**src/rtl/evt_timer_pkg.sv**
```systemverilog
package evt_timer_pkg;

    localparam int unsigned DEF_WIDTH  = 16;
    localparam int unsigned SYNC_DEPTH = 2;

    typedef enum logic {
        SRC_CLK = 1'b0,
        SRC_EVT = 1'b1
    } src_e;

    typedef struct packed {
        logic wr;
        logic val;
    } flag_cmd_t;

    // Overflow beats software write, which beats acknowledge.
    function automatic logic flag_next(logic cur, logic ovf, flag_cmd_t cmd, logic ack);
        if (ovf)    return 1'b1;
        if (cmd.wr) return cmd.val;
        if (ack)    return 1'b0;
        return cur;
    endfunction

endpackage

```
**src/rtl/evt_sync.sv**
```systemverilog
module evt_sync
    import evt_timer_pkg::*;
#(
    parameter int unsigned DEPTH = SYNC_DEPTH
) (
    input  logic clk,
    input  logic rst,
    input  logic din,
    output logic fall
);
    logic [DEPTH-1:0] chain;
    logic             last;

    generate
        for (genvar gi = 0; gi < DEPTH; gi++) begin : g_stage
            if (gi == 0) begin : g_first
                always_ff @(posedge clk) begin
                    if (rst) chain[0] <= 1'b0;
                    else     chain[0] <= din;
                end
            end else begin : g_next
                always_ff @(posedge clk) begin
                    if (rst) chain[gi] <= 1'b0;
                    else     chain[gi] <= chain[gi-1];
                end
            end
        end
    endgenerate

    always_ff @(posedge clk) begin
        if (rst) last <= 1'b0;
        else     last <= chain[DEPTH-1];
    end

    assign fall = last & ~chain[DEPTH-1];

    // a detected falling edge lasts exactly one cycle
    p_fall_single_r8: assert property (@(posedge clk) disable iff (rst)
        fall |=> !fall);

endmodule

```
**src/rtl/count_core.sv**
```systemverilog
module count_core
    import evt_timer_pkg::*;
#(
    parameter int unsigned W = DEF_WIDTH
) (
    input  logic         clk,
    input  logic         rst,
    input  logic         run_wr,
    input  logic         run_val,
    input  logic         tick,
    input  logic         load_en,
    input  logic [W-1:0] load_val,
    output logic [W-1:0] count,
    output logic         run,
    output logic         wrap
);
    localparam logic [W-1:0] ALL_ONES = '1;
    localparam logic [W-1:0] ONE      = W'(1);

    logic step;
    assign step = run & tick;

    always_ff @(posedge clk) begin
        if (rst) begin
            count <= '0;
            run   <= 1'b0;
        end else begin
            if (run_wr) run <= run_val;
            if (step)
                count <= count + ONE;
            else if (!run && load_en)
                count <= load_val;
        end
    end

    assign wrap = step && (count == ALL_ONES);

    // each active event advances the count by one
    p_inc_r2: assert property (@(posedge clk) disable iff (rst)
        (run && tick && count != ALL_ONES) |=> (count == $past(count) + ONE));
    // a stopped timer with no load holds its count
    p_hold_r3: assert property (@(posedge clk) disable iff (rst)
        (!run && !load_en) |=> $stable(count));
    // wrap returns the count to zero
    p_wrap_zero_r4: assert property (@(posedge clk) disable iff (rst)
        wrap |=> (count == '0));
    // loads are taken when stopped and ignored while running
    p_load_r9: assert property (@(posedge clk) disable iff (rst)
        (!run && load_en) |=> (count == $past(load_val)));
    p_load_ignored_r9: assert property (@(posedge clk) disable iff (rst)
        (run && !tick && load_en) |=> $stable(count));

endmodule

```
**src/rtl/ovf_flag.sv**
```systemverilog
module ovf_flag
    import evt_timer_pkg::*;
(
    input  logic      clk,
    input  logic      rst,
    input  logic      ovf,
    input  flag_cmd_t cmd,
    input  logic      ack,
    output logic      irq
);
    always_ff @(posedge clk) begin
        if (rst) irq <= 1'b0;
        else     irq <= flag_next(irq, ovf, cmd, ack);
    end

    // overflow sets the flag even against a write of 0
    p_set_r7: assert property (@(posedge clk) disable iff (rst)
        ovf |=> irq);
    // the flag stays set with no clearing source
    p_sticky_r5: assert property (@(posedge clk) disable iff (rst)
        (irq && !ack && !cmd.wr) |=> irq);
    // acknowledge clears the flag when nothing else acts
    p_ack_r6: assert property (@(posedge clk) disable iff (rst)
        (ack && !ovf && !cmd.wr) |=> !irq);

endmodule

```
**src/rtl/evt_timer.sv**
```systemverilog
module evt_timer
    import evt_timer_pkg::*;
#(
    parameter int unsigned W = DEF_WIDTH
) (
    input  logic         clk,
    input  logic         rst,
    input  logic         run_wr,
    input  logic         run_val,
    input  logic         cnt_wr,
    input  logic [W-1:0] cnt_val,
    input  logic         flag_wr,
    input  logic         flag_val,
    input  logic         src_sel,
    input  logic         ext_evt,
    input  logic         irq_ack,
    output logic [W-1:0] count,
    output logic         running,
    output logic         irq
);
    src_e      src;
    logic      evt_fall;
    logic      tick;
    logic      wrap;
    flag_cmd_t fcmd;

    assign src  = src_e'(src_sel);
    assign fcmd = '{wr: flag_wr, val: flag_val};

    evt_sync #(.DEPTH(SYNC_DEPTH)) u_sync (
        .clk  (clk),
        .rst  (rst),
        .din  (ext_evt),
        .fall (evt_fall)
    );

    always_comb begin
        unique case (src)
            SRC_CLK: tick = 1'b1;
            SRC_EVT: tick = evt_fall;
            default: tick = 1'b0;
        endcase
    end

    count_core #(.W(W)) u_core (
        .clk      (clk),
        .rst      (rst),
        .run_wr   (run_wr),
        .run_val  (run_val),
        .tick     (tick),
        .load_en  (cnt_wr),
        .load_val (cnt_val),
        .count    (count),
        .run      (running),
        .wrap     (wrap)
    );

    ovf_flag u_flag (
        .clk (clk),
        .rst (rst),
        .ovf (wrap),
        .cmd (fcmd),
        .ack (irq_ack),
        .irq (irq)
    );

    // the flag rises only where the count has just come back to zero
    p_rise_at_wrap_r4: assert property (@(posedge clk) disable iff (rst)
        ($rose(irq) && !$past(flag_wr)) |-> (count == '0));

endmodule

```
**config.mk**
```make
export PLATFORM = sky130hd
export DESIGN_NAME = evt_timer
export DESIGN_NICKNAME = d
export VERILOG_FILES = /design/src/rtl/evt_timer_pkg.sv /design/src/rtl/evt_sync.sv /design/src/rtl/count_core.sv /design/src/rtl/ovf_flag.sv /design/src/rtl/evt_timer.sv
export SDC_FILE = /design/constraint.sdc
export NUM_CORES = 1
export LEC_CHECK = 0
export ABC_AREA = 0
export BUFFER_PORTS_ARGS = -buffer_cell sky130_fd_sc_hd__buf_2
export CAP_MARGIN = 10
export CORE_MARGIN = 2
export CORE_UTILIZATION = 31
export DETAILED_ROUTE_END_ITERATION = 16
export RECOVER_POWER = 100
export REMOVE_ABC_BUFFERS = 1
export SLEW_MARGIN = 20
export SYNTH_ARGS = -nofsm -noshare
export SYNTH_HDL_FRONTEND = slang
export SYNTH_SLANG_ARGS = --single-unit
```
**constraint.sdc**
```tcl
create_clock -name clk -period 1.62 [get_ports clk]
set_input_delay 0.162 -clock clk [delete_from_list [all_inputs] [get_ports clk]]
set_output_delay 0.162 -clock clk [all_outputs]
set_load 0.1 [all_outputs]
```
==> flow_summary_export.csv, run 1 <==
group,metric,value,unit
clock_network,cts_max_level,1,
power_and_ir_drop,leakagePower,0.5896,nW
clock_network,clkLatencyLatePin,0.30,ns
synth,async_flop_share,0,%
synth,synth_cells,129,
timing,fin_skew,0.001926,ns
critical_path,cp.arrival,1.68,ns
floorplanning,die_area,3941,um^2
grt,grt_pass1_vias,1141,
routing,via_per_inst,5.378,
grt,antenna_found_initial,0,
clock_network,cts_resized,0,
critical_path,critPathCaptureType,"flip-flop",
clock_network,clk_pin_slew,0.12,ns
routing,ant_nets,0,
run,maxCapViolations,0,
place,place_congestion,0.8040,
floorplanning,rows,21,
clock_network,clock_path_buffers,2,
synth,synth_cell_type_count,37,
timing,grt_setup_unrepaired,"no",
finish,ff_latch_area,421.7,um^2
timing,slew_headroom,63.59,%
floorplanning,dieHeight,62.78,um
timing,tightest_slew,0.5484,ns
synth,synth_area_leaders,"dfxtp_1 (39%), a21oi_1 (7.0%), nand4_1 (4.1%)",
timing,period_share,91.51,%
grt,grt_usage,15.87,%
place,hpwl,2228,um
timing,final_max_slew_viol_count,0,
floorplanning,core_area,3337,um^2
synth,avgSynthCellArea,8.303,um^2
synth,synth.largest_area_cell,"dfxtp_1",
place,pre_cts_ws,0.1127,ns
synth,syn-cell-area,1071,um^2
critical_path,r2r_setup_slack,0.14,ns
finish,layout.nets,204,
critical_path,r2r_cells,5,
routing,drtIter0Drc,46,
timing,fmax,0.6746,GHz
synth,synth_ff_type,"dfxtp_1",
place,port_buffers,43,
outcome,outcome,"completed",
grt,grt_pass1_wl,5078,um
routing,wl_per_cell,13.37,um
routing,drt_pass1_iterations,4,
finish,syn_to_final_growth,29.44,%
clock_network,postCtsHoldBufs,0,
timing,worst_slack,0.1376,ns
hold_path,hold_depth,2,
hold_path,hp-class,"input pin to flip-flop",
synth,ys_warn_count,0,
finish,nFillCells,371,
routing,remaining_drc_errors,0,
grt,grt_overflow_total,0,
floorplanning,die_w,62.78,um
critical_path,cp-start-kind,"flip-flop",
finish,num_antenna_cells,0,
place,postPlaceCellArea,1364,um^2
finish,final_area,1386,um^2
power_and_ir_drop,ir_worst_vdd,656.2,uV
clock_network,clk_root_buffer_cell,"clkbuf_4",
critical_path,path_max_fanout,7,
clock_network,postCtsSetupBuffers,0,
floorplanning,pin_count,44,
clock_network,cts_tree,"built",
finish,drive_above_1_share,34.66,%
clock_network,cts_sinks,21,
synth,synth.top_cell.area_share,39.25,%
timing,setup-violations-final,0,
power_and_ir_drop,p_per_area,879.5,nW/um^2
routing,routed_wl,2969,um
timing,hold_viol,0,
synth,yosysSeqAreaShare,39.25,%
critical_path,cp.required,1.81,ns
synth,synth_seq_cells,21,
grt,grt_max_degree,23,
floorplanning,start_util,32.10,%
synth,synth_edf_count,0,
clock_network,cts_buffers,3,
finish,multi_input_comb_area,621.8,um^2
critical_path,critical_path_class,"flip-flop to flip-flop",
timing,min_period,1.482,ns
routing,vias,1194,
## cell usage in the layout (no fill, tap or decap), drive strengths merged
cell | synthesis | routed
a21oi | 15 | 15
a221oi | 1 | 1
a22oi | 1 | 1
a2bb2oi | 4 | 4
a31oi | 6 | 6
a32oi | 3 | 3
and3 | 4 | 4
and4 | 2 | 2
buf | 2 | 29
clkbuf | 4 | 24
dfxtp | 21 | 21
ha | 1 | 1
inv | 1 | 1
mux2i | 1 | 1
nand2 | 8 | 8
nand2b | 2 | 2
nand3 | 8 | 8
nand4 | 8 | 8
nor2 | 12 | 12
nor2b | 5 | 5
nor3b | 1 | 1
o211ai | 3 | 3
o21a | 1 | 1
o21ai | 6 | 6
o22ai | 2 | 2
or2 | 1 | 1
or3 | 4 | 4
xnor2 | 1 | 1
xor2 | 1 | 1
## metal layers
layer,vias to the layer above,GRT usage (%),wire [um]
met1,554,19.31,1319
met3,2,4.685,190
met2,53,28.36,1448
li1,585,-,-
met5,-,0,0
met4,0,1.944,11
## power breakdown
group	total, mW	switching, mW	internal (mW)	leakage (nW)
clock	0.263	0.167	0.0960	0.0150
combinational	0.373	0.286	0.0876	0.401
sequential	0.583	0.0353	0.547	0.173
total	1.22	0.488	0.731	0.590
## flip-flops by register name (all words and copies together) (netlist names)
signal / cells
u_sync.chain: 2
u_sync.last: 1
u_core.count: 16
u_flag.irq: 1
u_core.run: 1
## stage by stage
stage	cells	hold slack (ns)	util [%]	setup TNS [ns]	power, mW
after global placement	218	0.3754	40.87	0	0.9648
after CTS	222	0.04592	41.66	0	1.230
final	222	0.05320	41.54	0	1.219
after floorplan	123	0.2311	-	-7.977	0.8621
after detailed placement	218	0.3758	40.87	0	0.9691
after global routing	222	0.05941	41.54	0	1.279
## cell usage after synthesis (all sizes together), types with 2 or more instances
library cell  number
a21oi             15
a2bb2oi            4
a31oi              6
a32oi              3
and3               4
and4               2
buf                2
clkbuf             4
dfxtp             21
nand2              8
nand2b             2
nand3              8
nand4              8
nor2              12
nor2b              5
o211ai             3
o21ai              6
o22ai              2
or3                4
## path summary, 6_finish.rpt
check / endpoint / from
min reg2reg: u_sync.chain[1] / u_sync.chain[0]
min: u_sync.chain[0] / ext_evt
max: u_core.count[11] / u_core.count[4]
max reg2reg: u_core.count[11] / u_core.count[4]
## final cells by class
cell class,instances,share of cell area [%]
multi-input cells,101,44.86
flip-flops and latches,21,30.42
repair buffers,49,18.41
well taps,46,4.152
clock buffers,4,1.895
inverters,1,0.2708
## cell families after synthesis
logic type	synth area share, %
buffers and inverters	2.686
adder cells (fa/ha/maj)	1.168
flip-flops	39.25
multiplexers	0.9346
XOR/XNOR	1.636
AO/OA/AOI/OAI	24.65
AND/OR/NAND/NOR	29.67
## worst max-delay path: stages, from the launching register on
cell     delay (ns)
dfxtp_1        0.46
nand4_2        0.17
nor2_2         0.29
and4_1         0.25
xnor2_1        0.12
o22ai_1        0.09
Power figures use the tool's default switching activity.
==> run 2: changes to the inputs <==
CORE_ASPECT_RATIO = 1.1   (was not set)
==> run 2 against run 1 <==
Sequential power about the same. Global-route usage up 0.44 points. Combinational power about the same. Sequential share of layout area down 0.44 points. Final area up 1.2%. Power up 0.28%. Non-clock buffer count up 1. Clock skew up 0.0028 ns. Final cell count up 1.4%. Register-to-register slack worse by 0.03 ns. Clock-buffer cell count down 1. Sequential cell count unchanged.
==> flow_summary_export.csv, run 2 (synthesis gave the netlist of run 1 again) <==
group,metric,value,unit
outcome,outcome,"completed",
finish,multi_input_comb_area,626.9,um^2
routing,ant_nets,0,
timing,min_period,1.531,ns
critical_path,r2r_setup_slack,0.11,ns
clock_network,cts_max_level,1,
critical_path,cp-start-kind,"flip-flop",
place,port_buffers,43,
critical_path,rr_endpoint,"u_core.count[13]",
timing,worst_slack,0.08875,ns
clock_network,cts_resized,0,
critical_path,r2r_cells,6,
floorplanning,pin_count,44,
finish,regMostFlops,"u_core.count",
clock_network,cts_sinks,21,
routing,drtIter0Drc,47,
routing,vias,1170,
critical_path,cp.required,1.46,ns
routing,via_per_inst,5.200,
critical_path,cpPeakStageDelay,0.45,ns
floorplanning,start_util,32.16,%
grt,grt_pass1_vias,1083,
power_and_ir_drop,p_per_area,871.7,nW/um^2
timing,fin_skew,0.004693,ns
critical_path,cp_cell_sequence,"buf_4 > clkbuf_2",
power_and_ir_drop,leakagePower,0.5950,nW
finish,drive_above_1_share,34.46,%
power_and_ir_drop,ir_worst_vdd,661.8,uV
clock_network,cts_buffers,3,
clock_network,clock_path_buffers,2,
clock_network,postCtsHoldBufs,0,
timing,final.setup.tns,0,ns
finish,utilization,42.11,%
timing,tightest_slew,0.5495,ns
place,pre_cts_ws,0.1190,ns
hold_path,hold_start,"ext_evt",
place,place_congestion,0.8001,
finish,final_area,1403,um^2
floorplanning,rows,22,
routing,wl_per_cell,13.55,um
run,maxCapViolations,0,
clock_network,clkLatencyLatePin,0.31,ns
grt,antenna_found_initial,0,
clock_network,clk_root_buffer_cell,"clkbuf_4",
critical_path,critPathCaptureType,"output port",
routing,drt_pass1_iterations,4,
place,postPlaceCellArea,1374,um^2
finish,syn_to_final_growth,30.96,%
finish,largestRegisters,"u_core.count: 16 flops, u_sync.chain: 2 flops",
grt,grt_overflow_total,0,
finish,largest_reg_flops,16,
clock_network,cts_tree,"built",
timing,final_max_slew_viol_count,0,
critical_path,cpMaxStageDelayCell,"dfxtp_1",
hold_path,hold_depth,2,
grt,grt_pass1_wl,4933,um
hold_path,hp-class,"input pin to flip-flop",
finish,nFillCells,346,
critical_path,critical_path_class,"flip-flop to output port",
timing,setup-violations-final,0,
clock_network,clk_pin_slew,0.13,ns
timing,hold_viol,0,
finish,final_common_cell,"buf_2",
finish,ff_latch_area,420.4,um^2
timing,grt_setup_unrepaired,"no",
grt,grt_max_degree,23,
finish,final_cell_mix,"buf_2 (25), dfxtp_1 (21), clkbuf_2 (18)",
floorplanning,dieHeight,65.65,um
floorplanning,die_area,3942,um^2
critical_path,reg2reg_from,"u_sync.last",
timing,fmax,0.6531,GHz
critical_path,path_max_fanout,5,
clock_network,postCtsSetupBuffers,0,
routing,remaining_drc_errors,0,
critical_path,cp.arrival,1.37,ns
floorplanning,die_w,60.05,um
place,hpwl,2196,um
finish,num_antenna_cells,0,
finish,layout.nets,205,
timing,slew_headroom,63.52,%
floorplanning,core_area,3331,um^2
timing,period_share,94.52,%
hold_path,worstHoldEndpoint,"u_sync.chain[0]",
routing,routed_wl,3048,um
grt,grt_usage,16.31,%
[run 2: stage by stage]
step	power [mW]	hold WS [ns]	instances
6_report	1.223	0.04721	225
5_1_grt	1.281	0.06378	225
4_1_cts	1.238	0.04467	225
3_5_place_dp	0.9726	0.3777	221
3_3_place_gp	0.9665	0.3829	221
2_1_floorplan	0.8621	0.2311	123
[run 2: layer usage]
layer,vias to the layer above,GRT usage [%],share of wire (%)
met5,-,0,0
met4,0,3.056,0.39
met3,2,5.118,7.4
met2,48,27.04,46
met1,534,20.60,46
li1,586,-,-
[run 2: worst max path at each step]
stage	start	end	slack (ns)	cells after the start
2_1_floorplan	u_core.run	u_core.count[7]	-0.74	4
3_3_place_gp	u_core.count[0]	u_core.count[12]	0.18	6
3_5_place_dp	u_core.count[0]	u_core.count[12]	0.12	6
4_1_cts	u_core.count[0]	u_core.count[12]	0.09	6
5_1_grt	u_sync.last	u_core.count[0]	0.008	6
6_report	u_core.count[2]	count[2]	0.09	2
[run 2: cell type report]
class,instances,area share [%]
multi-input combinational,101,44.69
sequential,21,29.97
timing repair buffer,50,18.82
tap,48,4.282
clock buffer,3,1.606
clock inverter,1,0.3568
inverter,1,0.2676
[run 2: critical path, delay by kind of cell (launching register included)]
family | cells | cell delay (ns)
buf+inv | 2 | 0.61
flops | 1 | 0.45
[run 2: power breakdown]
part | switching, mW | internal [mW]
Clock | 0.172 | 0.0922
Combinational | 0.287 | 0.0892
Sequential | 0.0351 | 0.547
